### src/rtl/mps_pkg.sv
package mps_pkg;

   typedef enum logic [1:0] {
      KIND_READ    = 2'd0,
      KIND_WRITE   = 2'd1,
      KIND_REFRESH = 2'd2,
      KIND_EXCEPT  = 2'd3
   } req_kind_e;

   localparam int ENTRY_RD_ONE   = 'h00;
   localparam int ENTRY_RD_BURST = 'h08;
   localparam int ENTRY_WR_ONE   = 'h18;
   localparam int ENTRY_WR_BURST = 'h20;
   localparam int ENTRY_REFRESH  = 'h30;
   localparam int ENTRY_EXCEPT   = 'h3C;

   localparam int BURST_ACKS  = 8;
   localparam int SINGLE_ACKS = 1;
   localparam int MIN_DEPTH   = 64;

   function automatic int entry_of(req_kind_e kind, logic use_burst);
      case (kind)
         KIND_READ:    return use_burst ? ENTRY_RD_BURST : ENTRY_RD_ONE;
         KIND_WRITE:   return use_burst ? ENTRY_WR_BURST : ENTRY_WR_ONE;
         KIND_REFRESH: return ENTRY_REFRESH;
         default:      return ENTRY_EXCEPT;
      endcase
   endfunction

endpackage

### src/rtl/mps_pattern_ram.sv
module mps_pattern_ram #(
   parameter int DEPTH          = 64,
   parameter int WORD_W         = 10,
   parameter bit CLEAR_ON_RESET = 1'b1,
   localparam int AW            = $clog2(DEPTH)
) (
   input  logic              clk,
   input  logic              rst_n,
   input  logic              wr_en,
   input  logic [AW-1:0]     wr_addr,
   input  logic [WORD_W-1:0] wr_data,
   input  logic [AW-1:0]     rd_addr,
   output logic [WORD_W-1:0] rd_data
);

   logic [WORD_W-1:0] cells [DEPTH];

   generate
      if (CLEAR_ON_RESET) begin : g_clear
         always_ff @(posedge clk) begin
            if (!rst_n) begin
               for (int i = 0; i < DEPTH; i++) cells[i] <= '0;
            end else if (wr_en) begin
               cells[wr_addr] <= wr_data;
            end
         end
      end else begin : g_keep
         always_ff @(posedge clk) begin
            if (wr_en) cells[wr_addr] <= wr_data;
         end
      end
   endgenerate

   assign rd_data = cells[rd_addr];

endmodule

### src/rtl/mps_splitter.sv
module mps_splitter
   import mps_pkg::*;
#(
   parameter int LEN_W     = 8,
   parameter int NUM_BANKS = 4,
   parameter int BANK_W    = 2,
   parameter int PC_W      = 6,
   parameter int WADDR_W   = 16,
   parameter int CNT_W     = 7
) (
   input  logic [1:0]           kind,
   input  logic [2:0]           addr_lo,
   input  logic [LEN_W-1:0]     len,
   input  logic [BANK_W-1:0]    bank,
   input  logic [NUM_BANKS-1:0] burst_inhibit,
   output logic [PC_W-1:0]      plan_entry,
   output logic [LEN_W-1:0]     plan_runs,
   output logic [WADDR_W-1:0]   plan_step,
   output logic [CNT_W-1:0]     plan_expect,
   output logic                 plan_check
);

   req_kind_e k;
   logic      is_rw;
   logic      bank_inh;
   logic      use_burst;

   assign k     = req_kind_e'(kind);
   assign is_rw = (k == KIND_READ) || (k == KIND_WRITE);

   always_comb begin
      bank_inh = 1'b0;
      for (int b = 0; b < NUM_BANKS; b++) begin
         if (bank == BANK_W'(b)) bank_inh = burst_inhibit[b];
      end
   end

   assign use_burst = is_rw && (addr_lo == 3'd0) && (len[2:0] == 3'd0)
                      && (len != '0) && !bank_inh;

   assign plan_entry = PC_W'(entry_of(k, use_burst));

   always_comb begin
      if (use_burst)                plan_runs = len >> 3;
      else if (is_rw && len != '0)  plan_runs = len;
      else                          plan_runs = LEN_W'(1);
   end

   assign plan_step   = use_burst ? WADDR_W'(BURST_ACKS) : WADDR_W'(1);
   assign plan_expect = use_burst ? CNT_W'(BURST_ACKS) : CNT_W'(SINGLE_ACKS);
   assign plan_check  = is_rw;

endmodule

### src/rtl/mps_step_engine.sv
module mps_step_engine #(
   parameter int CTRL_W  = 8,
   parameter int PC_W    = 6,
   parameter int LEN_W   = 8,
   parameter int WADDR_W = 16,
   parameter int CNT_W   = 7
) (
   input  logic               clk,
   input  logic               rst_n,
   input  logic               accept,
   input  logic [WADDR_W-1:0] req_addr,
   input  logic [PC_W-1:0]    plan_entry,
   input  logic [LEN_W-1:0]   plan_runs,
   input  logic [WADDR_W-1:0] plan_step,
   input  logic [CNT_W-1:0]   plan_expect,
   input  logic               plan_check,
   input  logic [CTRL_W-1:0]  word_ctrl,
   input  logic               word_ack,
   input  logic               word_last,
   output logic [PC_W-1:0]    pc,
   output logic               busy,
   output logic [CTRL_W-1:0]  ctrl_out,
   output logic               ta,
   output logic               beat_start,
   output logic [WADDR_W-1:0] run_addr,
   output logic               done,
   output logic               ack_err
);

   logic               busy_q;
   logic [PC_W-1:0]    pc_q;
   logic [PC_W-1:0]    entry_q;
   logic               first_q;
   logic [CNT_W-1:0]   acks_q;
   logic [LEN_W-1:0]   runs_left_q;
   logic [WADDR_W-1:0] addr_q;
   logic [WADDR_W-1:0] step_q;
   logic [CNT_W-1:0]   expect_q;
   logic               check_q;
   logic               final_run;
   logic [CNT_W-1:0]   acks_total;

   assign final_run  = (runs_left_q == LEN_W'(1));
   assign acks_total = acks_q + CNT_W'(word_ack);

   always_ff @(posedge clk) begin
      if (!rst_n) begin
         busy_q      <= 1'b0;
         pc_q        <= '0;
         entry_q     <= '0;
         first_q     <= 1'b0;
         acks_q      <= '0;
         runs_left_q <= '0;
         addr_q      <= '0;
         step_q      <= '0;
         expect_q    <= '0;
         check_q     <= 1'b0;
      end else if (!busy_q) begin
         if (accept) begin
            busy_q      <= 1'b1;
            pc_q        <= plan_entry;
            entry_q     <= plan_entry;
            first_q     <= 1'b1;
            acks_q      <= '0;
            runs_left_q <= plan_runs;
            addr_q      <= req_addr;
            step_q      <= plan_step;
            expect_q    <= plan_expect;
            check_q     <= plan_check;
         end
      end else if (word_last) begin
         if (final_run) begin
            busy_q <= 1'b0;
         end else begin
            runs_left_q <= runs_left_q - LEN_W'(1);
            pc_q        <= entry_q;
            first_q     <= 1'b1;
            acks_q      <= '0;
            addr_q      <= addr_q + step_q;
         end
      end else begin
         pc_q    <= pc_q + PC_W'(1);
         first_q <= 1'b0;
         if (acks_q != '1) acks_q <= acks_total;
      end
   end

   assign pc         = pc_q;
   assign busy       = busy_q;
   assign ctrl_out   = busy_q ? word_ctrl : '0;
   assign ta         = busy_q & word_ack;
   assign beat_start = busy_q & first_q;
   assign run_addr   = busy_q ? addr_q : '0;
   assign done       = busy_q & word_last & final_run;
   assign ack_err    = busy_q & word_last & check_q & (acks_total != expect_q);

endmodule

### src/rtl/mem_pattern_seq.sv
module mem_pattern_seq #(
   parameter int CTRL_W         = 8,
   parameter int PAT_DEPTH      = 64,
   parameter int WADDR_W        = 16,
   parameter int LEN_W          = 8,
   parameter int NUM_BANKS      = 4,
   parameter bit CLEAR_ON_RESET = 1'b1,
   localparam int PC_W          = $clog2(PAT_DEPTH),
   localparam int WORD_W        = CTRL_W + 2,
   localparam int CNT_W         = PC_W + 1,
   localparam int BANK_W        = (NUM_BANKS > 1) ? $clog2(NUM_BANKS) : 1
) (
   input  logic                 clk,
   input  logic                 rst_n,
   input  logic                 ram_we,
   input  logic [PC_W-1:0]      ram_waddr,
   input  logic [WORD_W-1:0]    ram_wdata,
   input  logic [NUM_BANKS-1:0] burst_inhibit,
   input  logic                 req_valid,
   output logic                 req_ready,
   input  logic [1:0]           req_kind,
   input  logic [WADDR_W-1:0]   req_addr,
   input  logic [LEN_W-1:0]     req_len,
   input  logic [BANK_W-1:0]    req_bank,
   output logic                 busy,
   output logic [CTRL_W-1:0]    ctrl_out,
   output logic                 ta,
   output logic                 beat_start,
   output logic [WADDR_W-1:0]   run_addr,
   output logic                 done,
   output logic                 ack_err
);

   generate
      if (PAT_DEPTH < mps_pkg::MIN_DEPTH || (PAT_DEPTH & (PAT_DEPTH - 1)) != 0) begin : g_bad_depth
         $error("PAT_DEPTH must be a power of two of at least 64");
      end
      if (LEN_W < 4) begin : g_bad_len
         $error("LEN_W must be at least 4");
      end
      if (WADDR_W < 4) begin : g_bad_addr
         $error("WADDR_W must be at least 4");
      end
      if (CTRL_W < 1) begin : g_bad_ctrl
         $error("CTRL_W must be at least 1");
      end
   endgenerate

   logic [PC_W-1:0]    pc;
   logic [WORD_W-1:0]  cur_word;
   logic [PC_W-1:0]    plan_entry;
   logic [LEN_W-1:0]   plan_runs;
   logic [WADDR_W-1:0] plan_step;
   logic [CNT_W-1:0]   plan_expect;
   logic               plan_check;

   mps_pattern_ram #(
      .DEPTH          (PAT_DEPTH),
      .WORD_W         (WORD_W),
      .CLEAR_ON_RESET (CLEAR_ON_RESET)
   ) u_store (
      .clk     (clk),
      .rst_n   (rst_n),
      .wr_en   (ram_we & ~busy),
      .wr_addr (ram_waddr),
      .wr_data (ram_wdata),
      .rd_addr (pc),
      .rd_data (cur_word)
   );

   mps_splitter #(
      .LEN_W     (LEN_W),
      .NUM_BANKS (NUM_BANKS),
      .BANK_W    (BANK_W),
      .PC_W      (PC_W),
      .WADDR_W   (WADDR_W),
      .CNT_W     (CNT_W)
   ) u_split (
      .kind          (req_kind),
      .addr_lo       (req_addr[2:0]),
      .len           (req_len),
      .bank          (req_bank),
      .burst_inhibit (burst_inhibit),
      .plan_entry    (plan_entry),
      .plan_runs     (plan_runs),
      .plan_step     (plan_step),
      .plan_expect   (plan_expect),
      .plan_check    (plan_check)
   );

   mps_step_engine #(
      .CTRL_W  (CTRL_W),
      .PC_W    (PC_W),
      .LEN_W   (LEN_W),
      .WADDR_W (WADDR_W),
      .CNT_W   (CNT_W)
   ) u_engine (
      .clk         (clk),
      .rst_n       (rst_n),
      .accept      (req_valid),
      .req_addr    (req_addr),
      .plan_entry  (plan_entry),
      .plan_runs   (plan_runs),
      .plan_step   (plan_step),
      .plan_expect (plan_expect),
      .plan_check  (plan_check),
      .word_ctrl   (cur_word[CTRL_W-1:0]),
      .word_ack    (cur_word[CTRL_W]),
      .word_last   (cur_word[CTRL_W+1]),
      .pc          (pc),
      .busy        (busy),
      .ctrl_out    (ctrl_out),
      .ta          (ta),
      .beat_start  (beat_start),
      .run_addr    (run_addr),
      .done        (done),
      .ack_err     (ack_err)
   );

   assign req_ready = ~busy;

endmodule

### config.mk
export PLATFORM = sky130hd
export DESIGN_NAME = mem_pattern_seq
export DESIGN_NICKNAME = d
export VERILOG_FILES = /design/src/rtl/mps_pkg.sv /design/src/rtl/mps_pattern_ram.sv /design/src/rtl/mps_splitter.sv /design/src/rtl/mps_step_engine.sv /design/src/rtl/mem_pattern_seq.sv
export SDC_FILE = /design/constraint.sdc
export NUM_CORES = 1
export LEC_CHECK = 0
export BUFFER_PORTS_ARGS = -buffer_cell sky130_fd_sc_hd__buf_2
export CAP_MARGIN = 20
export CORE_ASPECT_RATIO = 2
export CORE_MARGIN = 2
export CORE_UTILIZATION = 50
export DETAILED_ROUTE_END_ITERATION = 8
export PLACE_DENSITY = 0.7
export SKIP_CTS_REPAIR_TIMING = 1
export SYNTH_ARGS = -nofsm -noshare
export SYNTH_HDL_FRONTEND = slang
export SYNTH_SLANG_ARGS = --single-unit
export TNS_END_PERCENT = 1
### constraint.sdc
create_clock -name clk -period 5.9 [get_ports clk]
set_input_delay 0 -clock clk [delete_from_list [all_inputs] [get_ports clk]]
set_output_delay 0 -clock clk [all_outputs]
set_load 0.02 [all_outputs]
=== Yosys cells after proc, flatten, opt, wreduce, memory -nomap -nowiden ===
Memory sizes are Yosys's and may differ from the RTL's. A register that Yosys moved wholly into a read port is not among the register bits.
Index checks and enable logic that the tools add are counted.

* Bitwise operators: 8
* Reductions and logical operators: 18
* Muxes and demuxes: 47
* $add $sub $neg: 4
* Eq/ne operators: 12

{| class="wikitable"
|+ Operator list
! operator !! number
|-
| 2-to-1 mux 16 bit || 5
|-
| 2-to-1 mux 8 bit || 7
|-
| 2-to-1 mux 6 bit || 8
|-
| 2-to-1 mux 7 bit || 5
|-
| case mux 6 bit (3 select lines) || 1
|-
| 2-to-1 mux 1 bit || 17
|-
| adder 16 bit || 1
|-
| 2-to-1 mux 4 bit || 3
|-
| 2-to-1 mux 10 bit || 1
|-
| OR reduction 10 bit || 1
|-
| equality test 8 x 1 -> 1 bit, second input constant || 1
|-
| nonzero test 8 bit || 1
|-
| subtractor 8 x 1 -> 8 bit, second input constant || 1
|-
| adder 7 x 1 -> 7 bit || 1
|-
| AND 1 bit || 7
|-
| inequality test 7 bit || 1
|-
| inequality test 7 bit, second input constant || 1
|-
| adder 6 x 1 -> 6 bit, second input constant || 1
|-
| equality test 2 bit, second input constant || 3
|-
| zero test 3 bit || 2
|-
| inequality test 3 bit, second input constant || 2
|-
| AND reduction 3 bit || 2
|-
| logical AND 1 bit || 5
|-
| equality test 2 x 1 -> 1 bit, second input constant || 2
|-
| 7 further kinds || 10
|}

* Memories kept: 1
* Register bits: 69
* Word-level logic and storage cells: 100
* Memory bits (writable): 640

{| class="wikitable"
|+ Memory list
! name !! words !! width !! read ports !! clocked after Yosys merged registers in !! wr ports !! line !! text
|-
| u_store.cells || 64 || 10 || 1 || 1 || 64 || mps_pattern_ram.sv:16 || <nowiki>logic [WORD_W-1:0] cells [DEPTH];</nowiki>
|}

=== Longest topological paths before layout ===
Gate-level depths: netlist of run 1.

* Depth in word-level cells: 13
* Mapped depth: 14

=== Hierarchy ===
A second synthesis of run 1 with hierarchy kept.

* Cells, all modules: 2,497
* Area, all modules: 33,985.1 sq um

{| class="wikitable"
|+ By module, submodules not included
! module !! cells an instance !! sequential area each (sq um) !! area each (sq um) !! instances
|-
| mps_pattern_ram || 1,903 || 19,218.4 || 29,425.7 || 1
|-
| mps_step_engine || 530 || 1,381.3 || 4,131.5 || 1
|-
| mps_splitter || 62 || 0.0 || 417.9 || 1
|-
| mem_pattern_seq || 2 || 0.0 || 10.0 || 1
|}

=== Least setup slack after synthesis of run 1 ===
OpenSTA, ideal clock, no wires.

* Kind: reg-to-reg
* Start: register with a tool-made name
* End: register u_engine.acks_q[4]
* Stages on the path, launching flop included: 15
* Buffers on the path: 4
* Data arrival time: 3,440 ps
* Slack: 2,332 ps
* Clock period less this slack: 3,568 ps
* Path through: dfxtp_1 buf_6 buf_6 buf_6 buf_2 mux4_2 mux4_2 mux4_2 ha_1 ha_1 nand3_1 xor2_1 a21oi_1 a21oi_1 nor2_1

{| class="wikitable"
|+ RTL lines
! element !! line !! text
|-
| end signal, assigned || mps_step_engine.sv:84 || <nowiki>if (acks_q != '1) acks_q <= acks_total;</nowiki>
|-
| end, declared || mps_step_engine.sv:34 || <nowiki>logic [CNT_W-1:0] acks_q;</nowiki>
|}

==> reports/metrics.cfg, run 1 <==
[pwr]
finalPower_w = 0.0105
ir_drop_uv = 222
power-per-cell-area_nw_per_um2 = 294
p_leak_nw = 12.6
switchingPower_w = 0.00256
p_int_w = 0.00798
p_seq_share_pct = 53.8
clock_power_share_pct = 35.0
combPwrFrac_pct = 11.1
swShare_pct = 24.3

[yosys]
yosys.area_share.adder_pct = 0.310
seq_area_frac_synth_pct = 62.8
async_flop_share_pct = 0
syn_avg_cell_area_sq_um = 14.9
synth-edff-count = 640
ys_top_cells_by_area = edfxtp_1 60%, mux4_2 14%, and2_1 13%
synth-compound-area-share_pct = 3.47
synthFlopType = edfxtp_1
synth_mux_area_share_pct = 14.8
synth_top_area_share_pct = 59.6
synth-xor-area-share_pct = 0.326
synth_top_family_by_area = simple AND/OR/NAND/NOR gates
synth_top_cell_by_area = edfxtp_1
yosysWarnings = 0
synth-simple-area-share_pct = 15.9
syn_nets = 2226
synth_cells = 2166
yosysUniqueCellTypes = 62
ys_ff_latch = 692
synth_area_sq_um = 32200

[worst_setup_path]
rr_worst_depth = 11
cp.arrival_ns = 4.66
worst_setup_path_start_kind = flip-flop
cp.required_ns = 5.90
r2r-end = u_engine.acks_q[4]
r2r_setup_slack_ns = 2.04
crit_fanout = 34
crit_type = reg -> out
end_kind = output port

[sta]
fin_crit_sh_pct = 79.0
hold_viol = 1
fin_crit_ns = 4.66
slew_viol_final = 0
rsz0062_at_grt = false
setup_tns_ns = 0
clock_skew_ns = 0.0124
setup_violations = 0
worst_slew_pin_slew_ns = 1.16
whs_ns = -0.0155
relSlewSlack_pct = 22.8
fmax_mhz = 215

[die]
dieArea_sq_um = 66700
fp.dieH_um = 363
rows = 131
core_sq_um = 63800
ios = 82
die_w_um = 184
initial_core_util_pct = 50.6

[routing]
dr.pass1.iters = 7
drc = 0
wl_um = 83600
wl_per_cell_um = 26.9
ant_nets = 0
drtIter0Drc = 1325
viasPerCell = 6.09
vias = 18961

[clock_tree]
cts-root-buf = clkbuf_16
clockBufferDepth = 3
cts_sinks = 692
cts_tree = built
cts_buffers = 55
cts.htree.levels = 2
clk_latency_ns = 0.62
clkSlewWorstSetupHoldPaths_ns = 0.07

[placed_design]
hpwl_um = 56900
io_buffers = 81
place_area_sq_um = 33700
place_congestion = 0.846

[global_route]
grt.overflow.total = 0
grt_pass1_vias = 19519
grt_max_degree = 65
grt_pass1_wl_um = 124000
grt_usage_pct = 25.4
antenna_found_initial = 1

[min_path]
min_from = req_len[0]
hold_path_class = in -> reg
whs_path_depth = 3
hold_end = u_engine.runs_left_q[0]

[cells_and_area]
layout_common_cells = 663 x and2_1, 640 x edfxtp_1, 204 x mux4_2
drive_gt1_share_pct = 21.0
finalInstanceArea_sq_um = 35800
syn_to_final_growth_pct = 11.0
final_common_cell = and2_1
nFillCells = 4940
final_nets = 2328

[job]
max_cap_violations = 0

[status]
outcome = finished with violations
failed_checks = negative hold slack

==> cells in the mapped netlist (3+ instances only) <==
| cell type | number |
|---|---|
| buf_6 | 8 |
| and3_1 | 3 |
| dfxtp_1 | 52 |
| nor2b_1 | 7 |
| a32o_1 | 8 |
| buf_1 | 18 |
| xnor2_1 | 5 |
| ha_1 | 8 |
| o22ai_1 | 6 |
| or3b_2 | 3 |
| o211ai_1 | 5 |
| or3_1 | 6 |
| nor4_1 | 3 |
| a21oi_1 | 23 |
| buf_2 | 17 |
| nand3_1 | 15 |
| mux4_2 | 204 |
| a22oi_1 | 4 |
| nand3b_1 | 7 |
| nor2_1 | 112 |
| nand4_1 | 3 |
| clkbuf_1 | 121 |
| a211oi_1 | 15 |
| o21a_1 | 5 |
| and2_1 | 663 |
| nor3_1 | 8 |
| mux2i_1 | 19 |
| nand2_1 | 38 |
| a2111oi_0 | 3 |
| a31o_2 | 3 |
| edfxtp_1 | 640 |
| o21ai_0 | 71 |
| a31oi_1 | 9 |
| inv_1 | 9 |
| xor2_1 | 7 |
==> worst max-delay path, stage by stage, from the launching register on <==
cell and delay (ns):
dfxtp_4 0.66, buf_12 0.33, mux4_2 0.56, mux4_2 0.56, mux4_2 0.51, ha_1 0.21
and3_1 0.23, xnor2_1 0.16, nor4_1 0.32, nand4_1 0.15, nand2_1 0.09, nor2_1 0.05
buf_2 0.16
==> cells by family (layout without fill, tap and decap cells) <==
kind of cell             after synthesis  in the layout
AND/OR/NAND/NOR                      879            879
flip-flops                           692            692
multiplexers                         223            223
buffers and inverters                177            323
AO/OA/AOI/OAI                        175            175
XOR/XNOR                              12             12
adder cells (fa/ha/maj)                8              8
other                                  0              1
==> stage by stage <==
step | cells | hold WS, ns | setup WS, ns | util, %
3_3_place_gp | 2980 | 0.263 | 1.86 | 52.9
2_1_floorplan | 2166 | 0.150 | 2.33 | -
3_5_place_dp | 2980 | 0.273 | 1.84 | 52.9
5_1_grt | 3110 | 0.0147 | 1.08 | 56.1
4_1_cts | 3081 | -0.377 | 1.20 | 55.6
6_report | 3111 | -0.0155 | 1.24 | 56.1
==> worst max-delay path by stage <==
stage | end | slack (ns)
3_5_place_dp | flip-flop | 1.84
5_1_grt | ack_err | 1.08
6_report | ack_err | 1.24
3_3_place_gp | ack_err | 1.86
4_1_cts | ack_err | 1.20
2_1_floorplan | u_engine.acks_q[4] | 2.33
==> power by group through the flow <==
stage | Clock (W) | Sequential (W) | Combinational [W]
detailed placement | 0 | 0.00578 | 0.00115
global route | 0.00387 | 0.00569 | 0.00123
floorplan | 0 | 0.00570 | 0.000780
CTS | 0.00372 | 0.00567 | 0.00116
finish | 0.00369 | 0.00567 | 0.00117
global placement | 0 | 0.00577 | 0.00114
==> layer usage <==
metal | up-vias | global-route usage [%] | routed length (um)
li1 | 8248 | - | -
met1 | 9670 | 26.6 | 26800
met2 | 798 | 46.9 | 45100
met3 | 245 | 3.41 | 5080
met4 | 0 | 16.8 | 6630
met5 | - | 0 | 0
==> flip-flops by register name, indices dropped and copies added (netlist names), named ones only <==
signal,cells
u_engine.acks_q,7
u_engine.first_q,1
u_engine.check_q,1
u_engine.pc,6
u_engine.busy,1
u_engine.addr_q,16
u_engine.entry_q,4
u_engine.expect_q,2
u_engine.runs_left_q,8
u_store.cells,640
==> area by class of cell <==
class                   count  area [sq um]  area share (%)
well taps                 798           998            2.79
inverters                  12          45.0           0.126
multi-input cells        1297         11200            31.4
clock inverters            40           304           0.850
diodes                      1          2.50         0.00699
flip-flops and latches    692         20300            56.7
repair buffers            210          1480            4.14
clock buffers              61          1440            4.03
No activity file was read; power rests on OpenSTA's default activity.
==> inputs of run 2 (changes only) <==
==> constraint.sdc (replaced) <==
create_clock -name clk -period 4.3 [get_ports clk]
set_input_delay 0 -clock clk [delete_from_list [all_inputs] [get_ports clk]]
set_output_delay 0 -clock clk [all_outputs]
set_load 0.02 [all_outputs]
==> run 2 against run 1 <==
- the run still ends with negative hold slack left
- clock-buffer cell count is 1 higher
- clock power rose by 45%
- register-to-register slack got worse by 1.7 ns
- clock skew about the same
- die area unchanged
- cell count rose by 0.71%
- via count about the same
- total power increased by 40%
- global-route usage is essentially flat
- final area is 0.89% higher
- sequential power increased by 37%
- critical endpoint unchanged
- largest power group unchanged
- highest routed layer is now met5
==> reports/metrics.cfg, run 2 (same netlist as run 1, synthesis figures left out) <==
[status]
outcome = finished with violations
failed_checks = negative hold slack

[routing]
vias = 18953  ; -0.042%
wl_um = 84400  ; +0.86%
wl_per_cell_um = 26.9  ; +0.15%
drtIter0Drc = 1756  ; +33%
drc = 0  ; unchanged
viasPerCell = 6.05  ; -0.74%
dr.pass1.iters = 5  ; -2
ant_nets = 0  ; unchanged

[clock_tree]
clockBufferDepth = 3  ; unchanged
cts.htree.levels = 2  ; unchanged
clkSlewWorstSetupHoldPaths_ns = 0.07  ; about the same
cts_tree = built
cts_sinks = 692  ; unchanged
cts_buffers = 56  ; +1.8%
clk_latency_ns = 0.61  ; about the same
cts-root-buf = clkbuf_16

[worst_setup_path]
end_kind = output port
crit_type = reg -> out
crit_fanout = 8  ; -76%
cp.arrival_ns = 4.22  ; -0.44 ns
path_delay_family = multiplexers
path_cells = buf_4 -> mux4_2 -> mux4_2 -> mux4_2 -> ha_1 -> and3_1 -> xnor2_1 -> nor4_1 -> nand4_1 -> nand2_1 -> nor2_1 -> buf_2
critPathMaxStageDelay_ns = 0.57  ; -0.09 ns
slowest_stage = mux4_2
cp.required_ns = 4.30  ; -1.60 ns
cpMostUsedCell = mux4_2
worst_setup_path_start_kind = flip-flop
path_buf_inv = 2  ; unchanged

[global_route]
grt_pass1_vias = 19798  ; +1.4%
grt.overflow.total = 0  ; unchanged
grt_pass1_wl_um = 124000  ; about the same
grt_usage_pct = 25.4  ; -0.032 points
antenna_found_initial = 2  ; +1
grt_max_degree = 65  ; unchanged

[sta]
whs_ns = -0.0204  ; -0.00489 ns
clock_skew_ns = 0.0122  ; -0.000132 ns
hold_viol = 3  ; +2
rsz0062_at_grt = false
setup_slack_ns = 0.0769  ; -1.16 ns
slew_viol_final = 0  ; unchanged
setup_violations = 0  ; unchanged
fin_crit_sh_pct = 98.2
fmax_mhz = 237
fin_crit_ns = 4.22
setup_tns_ns = 0  ; unchanged
relSlewSlack_pct = 36.8  ; +14 points
worst_slew_pin_slew_ns = 0.938  ; -0.220 ns

[cells_and_area]
final_common_cell = and2_1
nFillCells = 4878  ; -1.3%
regArea_sq_um = 20300  ; unchanged
layout_common_cells = 663 x and2_1, 640 x edfxtp_1, 204 x mux4_2
drive_gt1_share_pct = 21.7  ; +0.69 points
top_register = u_store.cells
final_nets = 2350  ; +0.95%
largest_reg_flops = 640  ; unchanged
syn_to_final_growth_pct = 12.0
n_antenna_cell = 0  ; -1
multi_input_area_sq_um = 11200  ; unchanged
largestRegisters = u_store.cells x640, u_engine.addr_q x16, u_engine.runs_left_q x8

[placed_design]
io_buffers = 81  ; unchanged
place_congestion = 0.873  ; +3.2%
hpwl_um = 57400  ; +0.86%
dp_slack_ns = 0.553  ; -1.29 ns

[min_path]
hold_path_class = in -> reg

[pwr]
p_leak_nw = 12.7  ; +1.4%
power-per-cell-area_nw_per_um2 = 410  ; +39%
swShare_pct = 23.7  ; -0.57 points
ir_drop_uv = 304  ; +37%
p_seq_share_pct = 52.5  ; -1.3 points
combPwrFrac_pct = 11.3  ; +0.2 points
clock_power_share_pct = 36.2  ; +1.2 points
switchingPower_w = 0.00350  ; +37%
p_int_w = 0.0113  ; +41%

[die]
rows = 131  ; unchanged
core_sq_um = 63800  ; unchanged
dieArea_sq_um = 66700  ; unchanged
ios = 82  ; unchanged
fp.dieH_um = 363  ; unchanged
initial_core_util_pct = 50.6  ; unchanged
die_w_um = 184  ; unchanged

[job]
max_cap_violations = 0  ; unchanged

## run 2: cell types whose count changed in the layout (fill, tap and decap cells not counted), sizes merged, moves of 2 or more
cell    before  now
clkinv      30   28
clkbuf      61   63
bufinv       4    9
buf        185  204
## run 2: tightest hold or removal path: cells and delay by family
family	cells	cell delay, ns
AO/OA/AOI/OAI	1	0.08
buffers and inverters	2	0.29
AND/OR/NAND/NOR	2	0.16
## run 2: final cells by class
type,instances,share of cell area (%)
multi-input combinational,1297,31.1
clock buffer,62,4.00
sequential,692,56.2
inverter,12,0.125
clock inverter,41,1.19
timing repair buffer,231,4.64
tap,798,2.77
## run 2: power groups by stage
stage | clock [W] | combinational, W | sequential [W]
floorplan | 0 | 0.00107 | 0.00782
global placement | 0 | 0.00159 | 0.00789
detailed placement | 0 | 0.00161 | 0.00791
CTS | 0.00541 | 0.00162 | 0.00776
global route | 0.00562 | 0.00175 | 0.00778
finish | 0.00536 | 0.00167 | 0.00775
## run 2: through the flow
stage | power, W | hold WS (ns) | utilization, % | cells | cell area, sq um
global route | 0.0151 | 0.00186 | 56.6 | 3133 | 36100
floorplan | 0.00889 | 0.150 | - | 2166 | 32200
global placement | 0.00948 | 0.264 | 53.1 | 2996 | 33900
finish | 0.0148 | -0.0204 | 56.6 | 3133 | 36100
CTS | 0.0148 | -0.375 | 56.0 | 3099 | 35700
detailed placement | 0.00952 | 0.269 | 53.1 | 2996 | 33900
## run 2: metal layers
metal | global-route usage (%) | up-vias | share of wire (%)
met1 | 26.4 | 9618 | 33
met3 | 3.15 | 243 | 5.3
met5 | 0 | - | 0.020
li1 | - | 8292 | -
met4 | 16.9 | 2 | 7.4
met2 | 47.2 | 798 | 55
## run 2: worst paths after layout
path,to,cells after the start,slack (ns),from
min reg2reg,u_engine.entry_q[2],2,0.48,u_engine.entry_q[2]
min,u_engine.acks_q[3],5,-0.02,req_valid
max,ack_err,12,0.08,flip-flop
max reg2reg,u_engine.runs_left_q[1],10,0.36,flip-flop
